File: config.mk
export PLATFORM = sky130hd
export DESIGN_NAME = dma_audio_engine
export DESIGN_NICKNAME = d
export VERILOG_FILES = /design/src/rtl/dma_audio_pkg.sv /design/src/rtl/dmaa_rate_gen.sv /design/src/rtl/dmaa_fetch.sv /design/src/rtl/dmaa_fifo.sv /design/src/rtl/dmaa_steer.sv /design/src/rtl/dma_audio_engine.sv
export SDC_FILE = /design/constraint.sdc
export NUM_CORES = 1
export LEC_CHECK = 0
export ABC_AREA = 1
export BUFFER_PORTS_ARGS = -buffer_cell sky130_fd_sc_hd__buf_2
export CAP_MARGIN = 20
export CORE_MARGIN = 3
export CORE_UTILIZATION = 40
export CTS_CLUSTER_DIAMETER = 120
export DETAILED_ROUTE_END_ITERATION = 6
export PLACE_DENSITY = 0.69
export SYNTH_ARGS = -nofsm -noshare
export SYNTH_HDL_FRONTEND = slang
export SYNTH_SLANG_ARGS = --single-unit
File: constraint.sdc
create_clock -name clk -period 3.13 [get_ports clk]
set_input_delay 0 -clock clk [delete_from_list [all_inputs] [get_ports clk]]
set_output_delay 0 -clock clk [all_outputs]
set_load 0.02 [all_outputs]
File: src/rtl/dma_audio_pkg.sv
package dma_audio_pkg;

    typedef enum logic [1:0] {
        RATE_DIV8 = 2'b00,
        RATE_DIV4 = 2'b01,
        RATE_DIV2 = 2'b10,
        RATE_DIV1 = 2'b11
    } rate_e;

    typedef struct packed {
        logic  loop;
        logic  mono;
        rate_e rate;
    } mode_t;

    localparam logic [1:0] REG_CTRL  = 2'd0;
    localparam logic [1:0] REG_START = 2'd1;
    localparam logic [1:0] REG_END   = 2'd2;
    localparam logic [1:0] REG_STAT  = 2'd3;

    // Ladder bits that must all be one for a tick at the given rate.
    function automatic logic [2:0] ladder_mask(rate_e r);
        case (r)
            RATE_DIV8: return 3'b111;
            RATE_DIV4: return 3'b011;
            RATE_DIV2: return 3'b001;
            default:   return 3'b000;
        endcase
    endfunction

endpackage

File: src/rtl/dmaa_rate_gen.sv
module dmaa_rate_gen
    import dma_audio_pkg::*;
#(
    parameter int BASE_DIV = 160
) (
    input  logic  clk,
    input  logic  rst,
    input  logic  restart,
    input  rate_e rate,
    output logic  tick
);
    localparam int CW = (BASE_DIV > 2) ? $clog2(BASE_DIV) : 1;

    logic [CW-1:0] pcnt_q;
    logic [2:0]    ladder_q;
    logic          base;

    assign base = (pcnt_q == CW'(BASE_DIV - 1));
    assign tick = base && ((ladder_q & ladder_mask(rate)) == ladder_mask(rate));

    always_ff @(posedge clk) begin
        if (rst || restart) begin
            pcnt_q   <= '0;
            ladder_q <= '0;
        end else if (base) begin
            pcnt_q   <= '0;
            ladder_q <= ladder_q + 3'd1;
        end else begin
            pcnt_q   <= pcnt_q + CW'(1);
        end
    end
endmodule

File: src/rtl/dmaa_fetch.sv
module dmaa_fetch #(
    parameter int ADDR_W = 24
) (
    input  logic              clk,
    input  logic              rst,
    input  logic              start,
    input  logic              abort,
    input  logic              active,
    input  logic              loop,
    input  logic [ADDR_W-1:0] start_reg,
    input  logic [ADDR_W-1:0] end_reg,
    input  logic              hblank,
    input  logic              room,
    output logic              mem_req,
    output logic [ADDR_W-1:0] mem_addr,
    output logic              in_flight,
    output logic              exhausted
);
    logic [ADDR_W-1:0] addr_q, end_q, next_addr;

    assign next_addr = addr_q + ADDR_W'(1);
    assign mem_req   = active && hblank && !exhausted && room;
    assign mem_addr  = addr_q;

    always_ff @(posedge clk) begin
        if (rst) begin
            addr_q    <= '0;
            end_q     <= '0;
            exhausted <= 1'b1;
            in_flight <= 1'b0;
        end else if (abort) begin
            exhausted <= 1'b1;
            in_flight <= 1'b0;
        end else if (start) begin
            addr_q    <= start_reg;
            end_q     <= end_reg;
            exhausted <= (start_reg == end_reg);
            in_flight <= 1'b0;
        end else begin
            in_flight <= mem_req;
            if (mem_req) begin
                if (next_addr == end_q) begin
                    if (loop) begin
                        addr_q    <= start_reg;
                        end_q     <= end_reg;
                        exhausted <= (start_reg == end_reg);
                    end else begin
                        exhausted <= 1'b1;
                    end
                end else begin
                    addr_q <= next_addr;
                end
            end
        end
    end
endmodule

File: src/rtl/dmaa_fifo.sv
module dmaa_fifo #(
    parameter int DEPTH = 8,
    parameter int CNT_W = $clog2(DEPTH) + 1
) (
    input  logic             clk,
    input  logic             rst,
    input  logic             flush,
    input  logic             push,
    input  logic [7:0]       din,
    input  logic [1:0]       pop_n,
    output logic [7:0]       head0,
    output logic [7:0]       head1,
    output logic [CNT_W-1:0] count
);
    localparam int PW = $clog2(DEPTH);

    logic [7:0]    store_q [DEPTH];
    logic [PW-1:0] wp_q, rp_q, rp_next1;

    assign rp_next1 = rp_q + PW'(1);
    assign head0    = store_q[rp_q];
    assign head1    = store_q[rp_next1];

    always_ff @(posedge clk) begin
        if (push) store_q[wp_q] <= din;
    end

    always_ff @(posedge clk) begin
        if (rst || flush) begin
            wp_q  <= '0;
            rp_q  <= '0;
            count <= '0;
        end else begin
            if (push) wp_q <= wp_q + PW'(1);
            rp_q  <= rp_q + PW'(pop_n);
            count <= count + CNT_W'(push) - CNT_W'(pop_n);
        end
    end
endmodule

File: src/rtl/dmaa_steer.sv
module dmaa_steer #(
    parameter int CNT_W = 4
) (
    input  logic             clk,
    input  logic             rst,
    input  logic             clear,
    input  logic             tick,
    input  logic             running,
    input  logic             mono,
    input  logic             draining_done,
    input  logic [CNT_W-1:0] count,
    input  logic [7:0]       head0,
    input  logic [7:0]       head1,
    output logic [1:0]       pop_n,
    output logic             starve,
    output logic [7:0]       left_q,
    output logic [7:0]       right_q,
    output logic             load_q
);
    logic have, play;

    assign have   = mono ? (count != '0) : (count >= CNT_W'(2));
    assign play   = running && tick && have;
    assign starve = running && tick && !have && !draining_done;
    assign pop_n  = play ? (mono ? 2'd1 : 2'd2) : 2'd0;

    always_ff @(posedge clk) begin
        if (rst || clear) begin
            left_q  <= '0;
            right_q <= '0;
            load_q  <= 1'b0;
        end else begin
            load_q <= play;
            if (play) begin
                left_q  <= head0;
                right_q <= mono ? head0 : head1;
            end
        end
    end
endmodule

File: src/rtl/dma_audio_engine.sv
module dma_audio_engine
    import dma_audio_pkg::*;
#(
    parameter int ADDR_W     = 24,
    parameter int BASE_DIV   = 160,
    parameter int FIFO_DEPTH = 8
) (
    input  logic              clk,
    input  logic              rst,
    input  logic              reg_we,
    input  logic [1:0]        reg_addr,
    input  logic [ADDR_W-1:0] reg_wdata,
    input  logic              hblank,
    output logic              mem_req,
    output logic [ADDR_W-1:0] mem_addr,
    input  logic [7:0]        mem_rdata,
    output logic signed [7:0] dac_left,
    output logic signed [7:0] dac_right,
    output logic              dac_load,
    output logic              run_o,
    output logic              underrun_o,
    output logic              done_irq
);
    localparam int CNT_W = $clog2(FIFO_DEPTH) + 1;

    mode_t             mode_q;
    logic [ADDR_W-1:0] start_q, end_q;
    logic              running_q, underrun_q, done_q;
    logic              ctrl_wr, start_go, abort, stat_clr;
    logic              tick, room, in_flight, exhausted, drain_stop, starve;
    logic [CNT_W-1:0]  fifo_cnt;
    logic [7:0]        head0, head1, left_q, right_q;
    logic [1:0]        pop_n;

    assign ctrl_wr    = reg_we && (reg_addr == REG_CTRL);
    assign start_go   = ctrl_wr && reg_wdata[0] && !running_q;
    assign abort      = ctrl_wr && !reg_wdata[0] && running_q;
    assign stat_clr   = reg_we && (reg_addr == REG_STAT) && reg_wdata[0];
    assign room       = (fifo_cnt + CNT_W'(in_flight)) < CNT_W'(FIFO_DEPTH);
    assign drain_stop = running_q && exhausted && !in_flight && (fifo_cnt == '0);

    always_ff @(posedge clk) begin
        if (rst) begin
            mode_q     <= '0;
            start_q    <= '0;
            end_q      <= '0;
            running_q  <= 1'b0;
            underrun_q <= 1'b0;
            done_q     <= 1'b0;
        end else begin
            if (ctrl_wr)
                mode_q <= '{loop: reg_wdata[1], mono: reg_wdata[2], rate: rate_e'(reg_wdata[4:3])};
            if (reg_we && reg_addr == REG_START) start_q <= {reg_wdata[ADDR_W-1:1], 1'b0};
            if (reg_we && reg_addr == REG_END)   end_q   <= {reg_wdata[ADDR_W-1:1], 1'b0};
            if (start_go)                     running_q <= 1'b1;
            else if (abort || drain_stop)     running_q <= 1'b0;
            if (starve)        underrun_q <= 1'b1;
            else if (stat_clr) underrun_q <= 1'b0;
            done_q <= drain_stop;
        end
    end

    dmaa_rate_gen #(.BASE_DIV(BASE_DIV)) rate_i (
        .clk(clk), .rst(rst), .restart(start_go), .rate(mode_q.rate), .tick(tick)
    );

    dmaa_fetch #(.ADDR_W(ADDR_W)) fetch_i (
        .clk(clk), .rst(rst), .start(start_go), .abort(abort), .active(running_q),
        .loop(mode_q.loop), .start_reg(start_q), .end_reg(end_q), .hblank(hblank),
        .room(room), .mem_req(mem_req), .mem_addr(mem_addr),
        .in_flight(in_flight), .exhausted(exhausted)
    );

    dmaa_fifo #(.DEPTH(FIFO_DEPTH), .CNT_W(CNT_W)) fifo_i (
        .clk(clk), .rst(rst), .flush(abort || start_go), .push(in_flight),
        .din(mem_rdata), .pop_n(pop_n), .head0(head0), .head1(head1), .count(fifo_cnt)
    );

    dmaa_steer #(.CNT_W(CNT_W)) steer_i (
        .clk(clk), .rst(rst), .clear(abort), .tick(tick), .running(running_q),
        .mono(mode_q.mono), .draining_done(drain_stop), .count(fifo_cnt),
        .head0(head0), .head1(head1), .pop_n(pop_n), .starve(starve),
        .left_q(left_q), .right_q(right_q), .load_q(dac_load)
    );

    assign dac_left   = left_q;
    assign dac_right  = right_q;
    assign run_o      = running_q;
    assign underrun_o = underrun_q;
    assign done_irq   = done_q;
endmodule

==> results of run 1 <==
-- what timing repair did --
| item | CTS | global route |
|---|---|---|
| gates resized for setup | 0 | 2 |
| hold endpoints to repair | 121 | 0 |
| hold buffers | 37 | 0 |
| setup endpoints to repair | 0 | 2 |
-- through the flow --
step / power, mW / hold slack (ps) / utilization
final: 5.945 / 25.54 / 0.4778
after floorplan: 3.151 / 69.07 / -
after CTS: 5.991 / 34.51 / 0.4774
after detailed placement: 3.301 / 245.1 / 0.4351
after global routing: 6.159 / 55.81 / 0.4778
after global placement: 3.294 / 242.7 / 0.4351
-- cells in the final DEF, fill, tap and decap left out, types with 3 or more instances in the layout --
cell type / instances
a21oi_1: 143
a31oi_1: 12
buf_2: 82
buf_4: 16
clkbuf_1: 5
clkbuf_16: 23
clkinv_1: 5
clkinv_2: 3
dfxtp_1: 139
dlygate4sd3_1: 37
edfxtp_1: 64
ha_1: 10
inv_1: 148
inv_2: 6
nand2_1: 297
nand2_2: 6
nand2_4: 4
nand3_1: 142
nand3b_1: 10
nand4_1: 13
nor2_1: 191
nor2_2: 7
nor2_4: 6
nor3b_1: 3
nor4_1: 4
o2111ai_1: 5
o21ai_0: 136
o22ai_1: 10
xnor2_1: 14
xor2_1: 13
-- how the worst max path moves through the flow --
| stage | startpoint | end | slack (ps) | cells after the start |
|---|---|---|---|---|
| 5_1_grt | fetch_i.mem_addr[0] | fetch_i.end_q[22] | 50 | 19 |
| 6_report | fetch_i.mem_addr[0] | fetch_i.mem_addr[5] | 380 | 17 |
| 3_3_place_gp | fetch_i.mem_addr[0] | fetch_i.mem_addr[1] | 400 | 17 |
| 2_1_floorplan | rate_i.pcnt_q[0] | fifo_i.count[2] | 530 | 12 |
| 4_1_cts | fetch_i.mem_addr[0] | fetch_i.mem_addr[15] | 330 | 18 |
| 3_5_place_dp | fetch_i.mem_addr[0] | fetch_i.mem_addr[15] | 370 | 18 |
-- registers in the layout, indices dropped and copies added (netlist names), 8 cells and up --
register / cells
fifo_i.store_q: 64
steer_i.left_q: 8
start_q: 23
rate_i.pcnt_q: 8
steer_i.right_q: 8
end_q: 23
fetch_i.mem_addr: 24
fetch_i.end_q: 23
-- critical path, delay by kind of cell (launching register included) --
kind | cells | cell delay [ps]
adder cells (fa/ha/maj) | 1 | 230
buffers and inverters | 1 | 310
flip-flops | 1 | 400
AND/OR/NAND/NOR | 15 | 1690
-- metal layers --
metal | vias up | wire length, µm | track usage
met5 | - | 0 | 0
li1 | 5071 | - | -
met2 | 357 | 13810 | 0.3364
met4 | 0 | 917 | 0.06935
met1 | 4614 | 13640 | 0.2767
met3 | 69 | 1816 | 0.02795
-- cell type report --
class                      count  area, µm²  share of cell area
inverter                     156      585.6             0.04690
timing repair buffer         137      940.9             0.07536
sequential                   204       4726              0.3785
clock buffer                  30      621.8             0.04980
clock inverter                11      115.1            0.009219
tap                          335      419.2             0.03357
multi-input combinational   1047       5077              0.4067
-- power breakdown --
part           internal [mW]  switching, mW  total, mW
Clock                   1.57           1.09       2.66
Sequential              2.78         0.0458       2.82
Combinational          0.170          0.290      0.461
-- kinds of logic after synthesis --
kind of cell / Yosys count
simple gates: 691
compound gates: 317
buf+inv: 224
flops: 204
xor+xnor: 27
fa+ha+maj: 12
==> impl_metrics.toml, run 1 <==
[run_status]
status = "complete, no violations"

[final_layout]
diodes = 0
syn2layout_area_growth_pct = 17.06
fill_cells = 2602
final_nets = 1619
layout.cells.non_filler = 1920
drive_gt1_frac = 0.1079
finalInstanceArea_mm2 = 0.01249

[synthesis]
synthTopCellsByArea = "dfxtp_1, edfxtp_1, nand2_1"
synth-main-ff-cell = "dfxtp_1"
synth_top_area_frac = 0.2628
yosysTopAreaCell = "dfxtp_1"
synth-seq-area-share = 0.4429
synth_fa_ha_area_frac = 0.01548
synthTopCellsByCount = "nand2_1, nor2_1, inv_1"
ys_warn_count = 0
postSynthNetCount = 1525
synth-edff-count = 64
ys_ff_latch = 204
synth_xor_area_frac = 0.02217
synth_top_family_by_area = "simple AND/OR/NAND/NOR gates"
ys_async_sr_fraction = 0
synth_cells = 1475
yosysMostFrequentCell = "nand2_1"
synth-compound-area-share = 0.1552
synth_area_mm2 = 0.01067
yosys.area_share.simple = 0.2812
synthMuxAreaShare = 0
synth.distinct_cells = 43
avgSynthCellArea_um2 = 7.232

[power]
p_leak_nw = 5.165
powerDensity_mw_per_mm2 = 476.1
peakVddDrop_mv = 0.3420

[setup_path]
worstSetupStartpointType = "flop"
required_ps = 3530
crit_chain = "ha_1, nand3_1, nor2_1, nand2_1, nand2_1, nand2_1, nand2_1, nand3_1, nor2_1, nand3_1, nor2_1, nand2_1, nand2_2, buf_4, nand3_1, nand2_1, nor2_1"
cpMostUsedCell = "nand2_1"
criticalPathCategory = "flop to flop"
crit_path_max_fanout = 23
arrival_ps = 3150
end_kind = "flop"
crit_slowest_cell = "dfxtp_1"
timing.rr.start = "fetch_i.mem_addr[0]"
max_stage_delay_ps = 400
reg2regPathDepth = 17
r2r_slack_ps = 380
rr_endpoint = "fetch_i.mem_addr[5]"

[die]
fp.dieW_um = 169.3
initial_core_util = 0.4082
num_rows = 59
dieArea_mm2 = 0.02866
io_pins = 83
core_mm2 = 0.02613
die_h_um = 169.3

[global_routing]
antenna_found_initial = 0
overflow = 0
grt_max_degree = 67
grt_pass1_vias = 9263
track_usage = 0.2038
grt_pass1_wl_mm = 47.73

[timing]
hold_viol_final = 0
fin_setup_tns_ps = 0
fmaxAchievable_ghz = 0.3639
fin_crit_ps = 2748
finalSetupViolations = 0
worst_slack_ps = 381.9
worst_slew_pin_slew_ps = 1004
relSlewSlack = 0.3282
skew_ps = 14.15
drv_slew = 0
rsz0062_at_grt = "no"
fin_crit_sh = 0.8780

[route]
routed_wl_mm = 30.18
avgViaCountPerCell = 5.266
routedWlPerCell_um = 15.72
drtPass1Iterations = 5
ant_nets = 0
vias = 10110
drt_iter0_drc = 841
drc = 0

[clocking]
cts_sinks = 204
clk_path_buf_depth = 3
cts_buffers = 23
ctsHtreeMaxLevel = 1
root_buffer = "clkbuf_16"
cts_tree = "built"
clk_pin_slew_ps = 70
clk_latency_ps = 510
post_cts_buffers = 0

[hold_path]
hold_start = "reg_we"
hold_path_depth = 3
hold_path.class = "input pin to flop"
holdPathEnd = "mode_q[0]"

[placed_design]
gp_congestion = 0.9050
dp_hpwl_mm = 21.12
post_dp_cell_area_mm2 = 0.01137
dp.cells = 1842
place_ws_ps = 366.0
portBuffers = 82

[flow_run]
max_cap_violations = 0
No activity file was read; power rests on OpenSTA's default activity.
==> inputs of run 2 (changes only) <==
SYNTH_HIERARCHICAL = 1   (was default)
==> run 2 against run 1 <==
Clock power increased by 6%. Critical endpoint is now fetch_i/mem_addr[20]. Largest cell class unchanged. Worst hold slack lost 1.2 ps. Non-clock buffer count grew 10. Highest routed layer unchanged. Critical path depth is 1 higher. Setup slack lost 140 ps. Fmax is 4.8% lower. Critical path type unchanged. Die area rose by 8.4%. Count of clock-buffer cells in the layout fell by 1. Via count grew 10%.
==> impl_metrics.toml, run 2 <==
[synthesis]
synth_area_mm2 = 0.01160
synth-seq-area-share = 0.4091
synth_top_family_by_area = "simple AND/OR/NAND/NOR gates"
synth_cells = 1667
synthTopCellsByArea = "dfxtp_1, nand2_1, edfxtp_1"
synthMuxAreaShare = 0
ys_warn_count = 6
synth_fa_ha_area_frac = 0.01532
synth-edff-count = 64
synth_top_area_frac = 0.2434
ys_async_sr_fraction = 0
synth-compound-area-share = 0.06170
avgSynthCellArea_um2 = 6.958
yosysTopAreaCell = "dfxtp_1"
synthTopCellsByCount = "nand2_1, nand3_1, inv_1"
synth.distinct_cells = 44
ys_ff_latch = 205
yosys.area_share.simple = 0.3917
yosysMostFrequentCell = "nand2_1"
synth-main-ff-cell = "dfxtp_1"
synth_xor_area_frac = 0.01899

[timing]
fin_crit_ps = 2887
finalSetupViolations = 0
hold_viol_final = 0
fin_crit_sh = 0.9225
worst_slew_pin_slew_ps = 1016
skew_ps = 10.54
fmaxAchievable_ghz = 0.3463
drv_slew = 0
relSlewSlack = 0.3218

[power]
powerDensity_mw_per_mm2 = 454.1
peakVddDrop_mv = 0.3376
finalPower_mw = 6.089
p_leak_nw = 6.005

[die]
core_mm2 = 0.02816
initial_core_util = 0.4118
fp.dieW_um = 176.3
num_rows = 61
dieArea_mm2 = 0.03108
die_h_um = 176.3
io_pins = 83

[run_status]
status = "complete, no violations"

[setup_path]
cpMostUsedCell = "nand2_1"
r2r_slack_ps = 240
arrival_ps = 3330
end_kind = "flop"
crit_path_max_fanout = 24
rr_endpoint = "fetch_i/mem_addr[20]"
criticalPathCategory = "flop to flop"
max_stage_delay_ps = 420
critical_path.top_delay_family = "simple AND/OR/NAND/NOR gates"
crit_buf_inv = 1
reg2regPathDepth = 18
worstSetupStartpointType = "flop"
crit_slowest_cell = "dfxtp_1"
crit_chain = "ha_1, nand2_1, nor2_4, buf_4, nand4_1, nand2_1, nand2_1, nand2_1, nand3_1, nor2_1, nand2_1, nor2_1, nand2_1, nand2_2, nand2_4, nand2_1, nor2_1, nor2_1"
timing.rr.start = "fetch_i/mem_addr[0]"
required_ps = 3570

[global_routing]
grt_pass1_wl_mm = 52.60
track_usage = 0.2063
antenna_found_initial = 0
grt_max_degree = 66
use_met2 = 0.3360
grt_pass1_vias = 10190
grt_busiest_layer = "met2"
overflow = 0
global_route.usage.met1 = 0.2905
met3_usage = 0.02602

[route]
vias = 11140
drc = 0
drtPass1Iterations = 6
avgViaCountPerCell = 5.131
drt_iter0_drc = 1074
routedWlPerCell_um = 15.10
routed_wl_mm = 32.76
ant_nets = 0

[clocking]
clk_latency_ps = 520
clk_path_buf_depth = 3
cts_buffers = 24
cts_sinks = 205
clk_pin_slew_ps = 60
cts_tree = "built"
ctsHtreeMaxLevel = 1
root_buffer = "clkbuf_16"

[final_layout]
diodes = 0
layout.cells.non_filler = 2170
final_common_cell = "nand2_1"
top_register = "fifo_i/store_q"
largest_reg_flops = 64
drive_gt1_frac = 0.1172
syn2layout_area_growth_pct = 15.61
final_nets = 1826
final_cell_mix = "nand2_1, nand3_1, inv_1"

[placed_design]
gp_congestion = 0.9607
portBuffers = 82
dp_hpwl_mm = 22.79
dp.cells = 2084

[hold_path]
hold_path_depth = 5
holdPathEnd = "run_o"
hold_path.class = "input pin to flop"
hold_start = "reg_addr[0]"

[flow_run]
max_cap_violations = 0
run 2: cell count changes after synthesis, moves of 15 or more:
cell / previous run / this run
buf_6: 3 / 20
buf_2: 6 / 21
nand3_1: 143 / 200
nor2_1: 192 / 143
nand2_1: 297 / 592
inv_1: 148 / 171
a21oi_1: 144 / 94
o21ai_0: 136 / 6
nand4_1: 13 / 37
clkbuf_1: 51 / 17
run 2: cell families (layout without fill, tap and decap cells):
logic type,count (synthesis),count (layout)
buffers and inverters,256,375
AND/OR/NAND/NOR,1040,1041
AO/OA/AOI/OAI,129,129
XOR/XNOR,23,23
adder cells (fa/ha/maj),13,13
flip-flops,205,205
other,1,6
run 2: worst max-delay path by stage:
| stage | startpoint | end | slack (ps) | cells past startpoint |
|---|---|---|---|---|
| floorplan | rate_i/pcnt_q[0] | fifo_i/count[1] | 540 | 16 |
| detailed placement | fetch_i/mem_addr[0] | fetch_i/end_q[22] | 230 | 16 |
| global placement | fetch_i/mem_addr[8] | fetch_i/end_q[0] | 250 | 17 |
| CTS | fetch_i/mem_addr[0] | fetch_i/end_q[1] | 200 | 16 |
| finish | fetch_i/mem_addr[0] | fetch_i/mem_addr[20] | 240 | 18 |
| global route | fetch_i/mem_addr[0] | fetch_i/mem_addr[20] | -20 | 17 |
run 2: power breakdown:
group	switching [mW]	total, mW	internal (mW)
sequential	0.0475	2.82	2.78
clock	1.16	2.83	1.67
combinational	0.279	0.439	0.161
total	1.48	6.09	4.61
run 2: cell type report:
class / count / area (µm²)
fillers: 2749 / 14750
multi-input cells: 1212 / 5693
flip-flops and latches: 205 / 4746
repair buffers: 147 / 1011
inverters: 185 / 696.9
clock buffers: 29 / 660.6
well taps: 378 / 473.0
clock inverters: 14 / 128.9
run 2: metrics by stage:
stage / worst slack (ps) / setup TNS (ps) / hold slack (ps) / utilization / cell area (µm²)
after floorplan: 545.0 / 0 / 98.87 / - / 11620
after global placement: 254.5 / 0 / 271.2 / 0.4328 / 12190
after detailed placement: 228.1 / 0 / 274.6 / 0.4328 / 12190
after CTS: 202.1 / 0 / 1.365 / 0.4751 / 13380
after global routing: -23.42 / -37.80 / 51.93 / 0.4761 / 13410
final: 242.7 / 0 / 24.37 / 0.4761 / 13410
run 2: what timing repair did:
| action | in CTS | in global routing |
|---|---|---|
| setup buffers | 0 | 2 |
| setup endpoints to repair | 0 | 36 |
| endpoints found under the hold margin | 116 | 0 |
| gates resized for setup | 0 | 3 |
| hold buffers | 40 | 0 |
run 2: worst reg2reg max path: cells and delay by family (launching register included):
| family | cells | cell delay, ps |
|---|---|---|
| DFF | 1 | 420 |
| adders and majority gates | 1 | 220 |
| buffers and inverters | 1 | 170 |
| and+or+nand+nor | 16 | 1990 |
run 2: per-layer routing:
layer  up-vias  part of all wire
met4         0             0.026
li1       5517                 -
met1      5153              0.46
met5         -                 0
met2       405              0.45
met3        60             0.069
==> inputs of run 3 (changes only) <==
ABC_AREA = default   (was 1)
==> run 3 against run 2 <==
Combinational power shrank 24%. Total power shrank 3.4%. Final cell count shrank 30%. Global-route usage shrank 1.7 points. Critical path depth shrank 6. Fmax shrank 4.4%. Synthesized cell count shrank 38%. Die area shrank 6.9%. First-iteration DRC count shrank 22%. Via count shrank 24%. Highest routed layer unchanged.
==> impl_metrics.toml, run 3 <==
[final_layout]
final_cell_mix = "dfxtp_1, nand2_1, a21oi_1"
final_nets = 1220
diodes = 0
top_register = "fifo_i/store_q"
drive_gt1_frac = 0.2110
largest_reg_flops = 64
layout.cells.non_filler = 1520
utilization = 0.4891
final_common_cell = "dfxtp_1"
syn2layout_area_growth_pct = 19.26

[setup_path]
arrival_ps = 3380
crit_slowest_cell = "or4_4"
max_stage_delay_ps = 600
required_ps = 3490
timing.rr.start = "fetch_i/mem_addr[0]"
criticalPathCategory = "flop to flop"
cpMostUsedCell = "buf_4"
crit_chain = "buf_4, nand4_2, or4_4, xnor2_1, a211oi_1, buf_4, and4_1, buf_4, a21oi_4, buf_12, mux2i_1, o32ai_1"
end_kind = "flop"
crit_path_max_fanout = 30
worstSetupStartpointType = "flop"
startpoint = "fetch_i/mem_addr[0]"

[synthesis]
ys_warn_count = 6
synth.distinct_cells = 81
avgSynthCellArea_um2 = 10.44
ys_async_sr_fraction = 0
yosysTopAreaCell = "dfxtp_1"
synth_area_mm2 = 0.01078
synth_top_area_frac = 0.2619
ys_ff_latch = 205
synthTopCellsByCount = "dfxtp_1, nand2_1, a21oi_1"
synth-seq-area-share = 0.4403
yosysMostFrequentCell = "dfxtp_1"
synth-edff-count = 64
synth_cells = 1032
synth-main-ff-cell = "dfxtp_1"
synthTopCellsByArea = "dfxtp_1, edfxtp_1, mux2i_1"

[power]
finalPower_mw = 5.883
powerDensity_mw_per_mm2 = 457.8
power_frac_seq = 0.476
peakVddDrop_mv = 0.5041
p_clk_frac = 0.467
intPower_mw = 4.541
combPwrFrac = 0.057
p_switching_mw = 1.342
p_sw_frac = 0.2282
p_leak_nw = 4.826

[timing]
worst_slew_pin_slew_ps = 1080
fmaxAchievable_ghz = 0.3311
holdWs_ps = 75.05
skew_ps = 19.43
finalSetupViolations = 0
relSlewSlack = 0.2780
drv_slew = 0
fin_crit_ps = 3020
hold_viol_final = 0
fin_crit_sh = 0.9648
fin_setup_tns_ps = 0

[route]
drc = 0
drt_iter0_drc = 833
ant_nets = 0
routed_wl_mm = 28.42
routedWlPerCell_um = 18.70
avgViaCountPerCell = 5.578
vias = 8478
drtPass1Iterations = 5

[global_routing]
grt_max_degree = 103
track_usage = 0.1897
grt_pass1_wl_mm = 43.74
grt_pass1_vias = 8010
use_met2 = 0.3168
global_route.usage.met1 = 0.2555
antenna_found_initial = 0
met3_usage = 0.02904
grt_busiest_layer = "met2"
overflow = 0

[hold_path]
hold_start = "rst"
hold_path.class = "input pin to flop"

[die]
die_h_um = 170.1
io_pins = 83
core_mm2 = 0.02628
fp.dieW_um = 170.1
initial_core_util = 0.4101
num_rows = 59
dieArea_mm2 = 0.02895

[clocking]
cts_tree = "built"
cts_sinks = 205
ctsHtreeMaxLevel = 1
cts_buffers = 23
clk_latency_ps = 520
root_buffer = "clkbuf_16"
clk_pin_slew_ps = 60
clk_path_buf_depth = 3
post_cts_buffers = 0

[placed_design]
dp.cells = 1443
dp_hpwl_mm = 19.72
gp_congestion = 0.9135
portBuffers = 82

[flow_run]
max_cap_violations = 0

[run_status]
status = "complete, no violations"
-- run 3: kinds of logic (layout without fill, tap and decap cells) --
group,count (synthesis),after routing,share of synthesized area
AO/OA/AOI/OAI,180,180,0.1104
XOR/XNOR,65,65,0.05352
adder cells (fa/ha/maj),13,13,0.01649
buffers and inverters,102,251,0.05294
flip-flops,205,205,0.4403
multiplexers,110,110,0.1481
other,1,5,0.0003480
AND/OR/NAND/NOR,356,356,0.1779
-- run 3: final timing paths --
check | endpoint | slack (ps) | cells after the start
worst min-delay path | mode_q[2] | 80 | 2
worst max-delay path | fetch_i/mem_addr[20] | 110 | 12
worst max register to register | fetch_i/mem_addr[20] | 110 | 12
worst min register to register | rate_i/pcnt_q[0] | 460 | 1
-- run 3: cell type report --
type	count	area [µm²]
clock buffers	27	600.6
clock inverters	14	161.4
fillers	2361	13430
inverters	31	116.4
multi-input cells	729	5534
flip-flops and latches	205	4747
well taps	335	419.2
repair buffers	179	1274
-- run 3: stage by stage --
stage,area [µm²],worst slack (ps)
after floorplan,10830,34.55
after global placement,11700,117.3
after detailed placement,11700,55.29
after CTS,12810,25.08
after global routing,12850,-23.32
final,12850,110.2
-- run 3: layer usage --
layer,up-vias,share of wire
met2,279,0.48
met3,55,0.061
met4,0,0.027
li1,4018,-
met1,4126,0.43
met5,-,0
-- run 3: critical path: cells and delay by family, from the launching register on --
| kind | cells | cell delay [ps] |
|---|---|---|
| AND/OR/NAND/NOR | 3 | 960 |
| AO/OA/AOI/OAI | 3 | 450 |
| XOR/XNOR | 1 | 150 |
| flip-flops | 1 | 360 |
| buffers and inverters | 4 | 710 |
| multiplexers | 1 | 220 |
-- run 3: power groups by stage --
stage / sequential (mW) / clock (mW) / combinational, mW
final: 2.80 / 2.75 / 0.334
after global routing: 2.80 / 2.89 / 0.361
after CTS: 2.80 / 2.79 / 0.328
after detailed placement: 2.86 / 0 / 0.291
after global placement: 2.86 / 0 / 0.287
after floorplan: 2.85 / 0 / 0.193
-- run 3: what timing repair did --
item,in CTS,in global routing
endpoints found under the hold margin,116,0
setup endpoints to repair,0,49
gates resized for setup,0,10
hold buffers,35,0
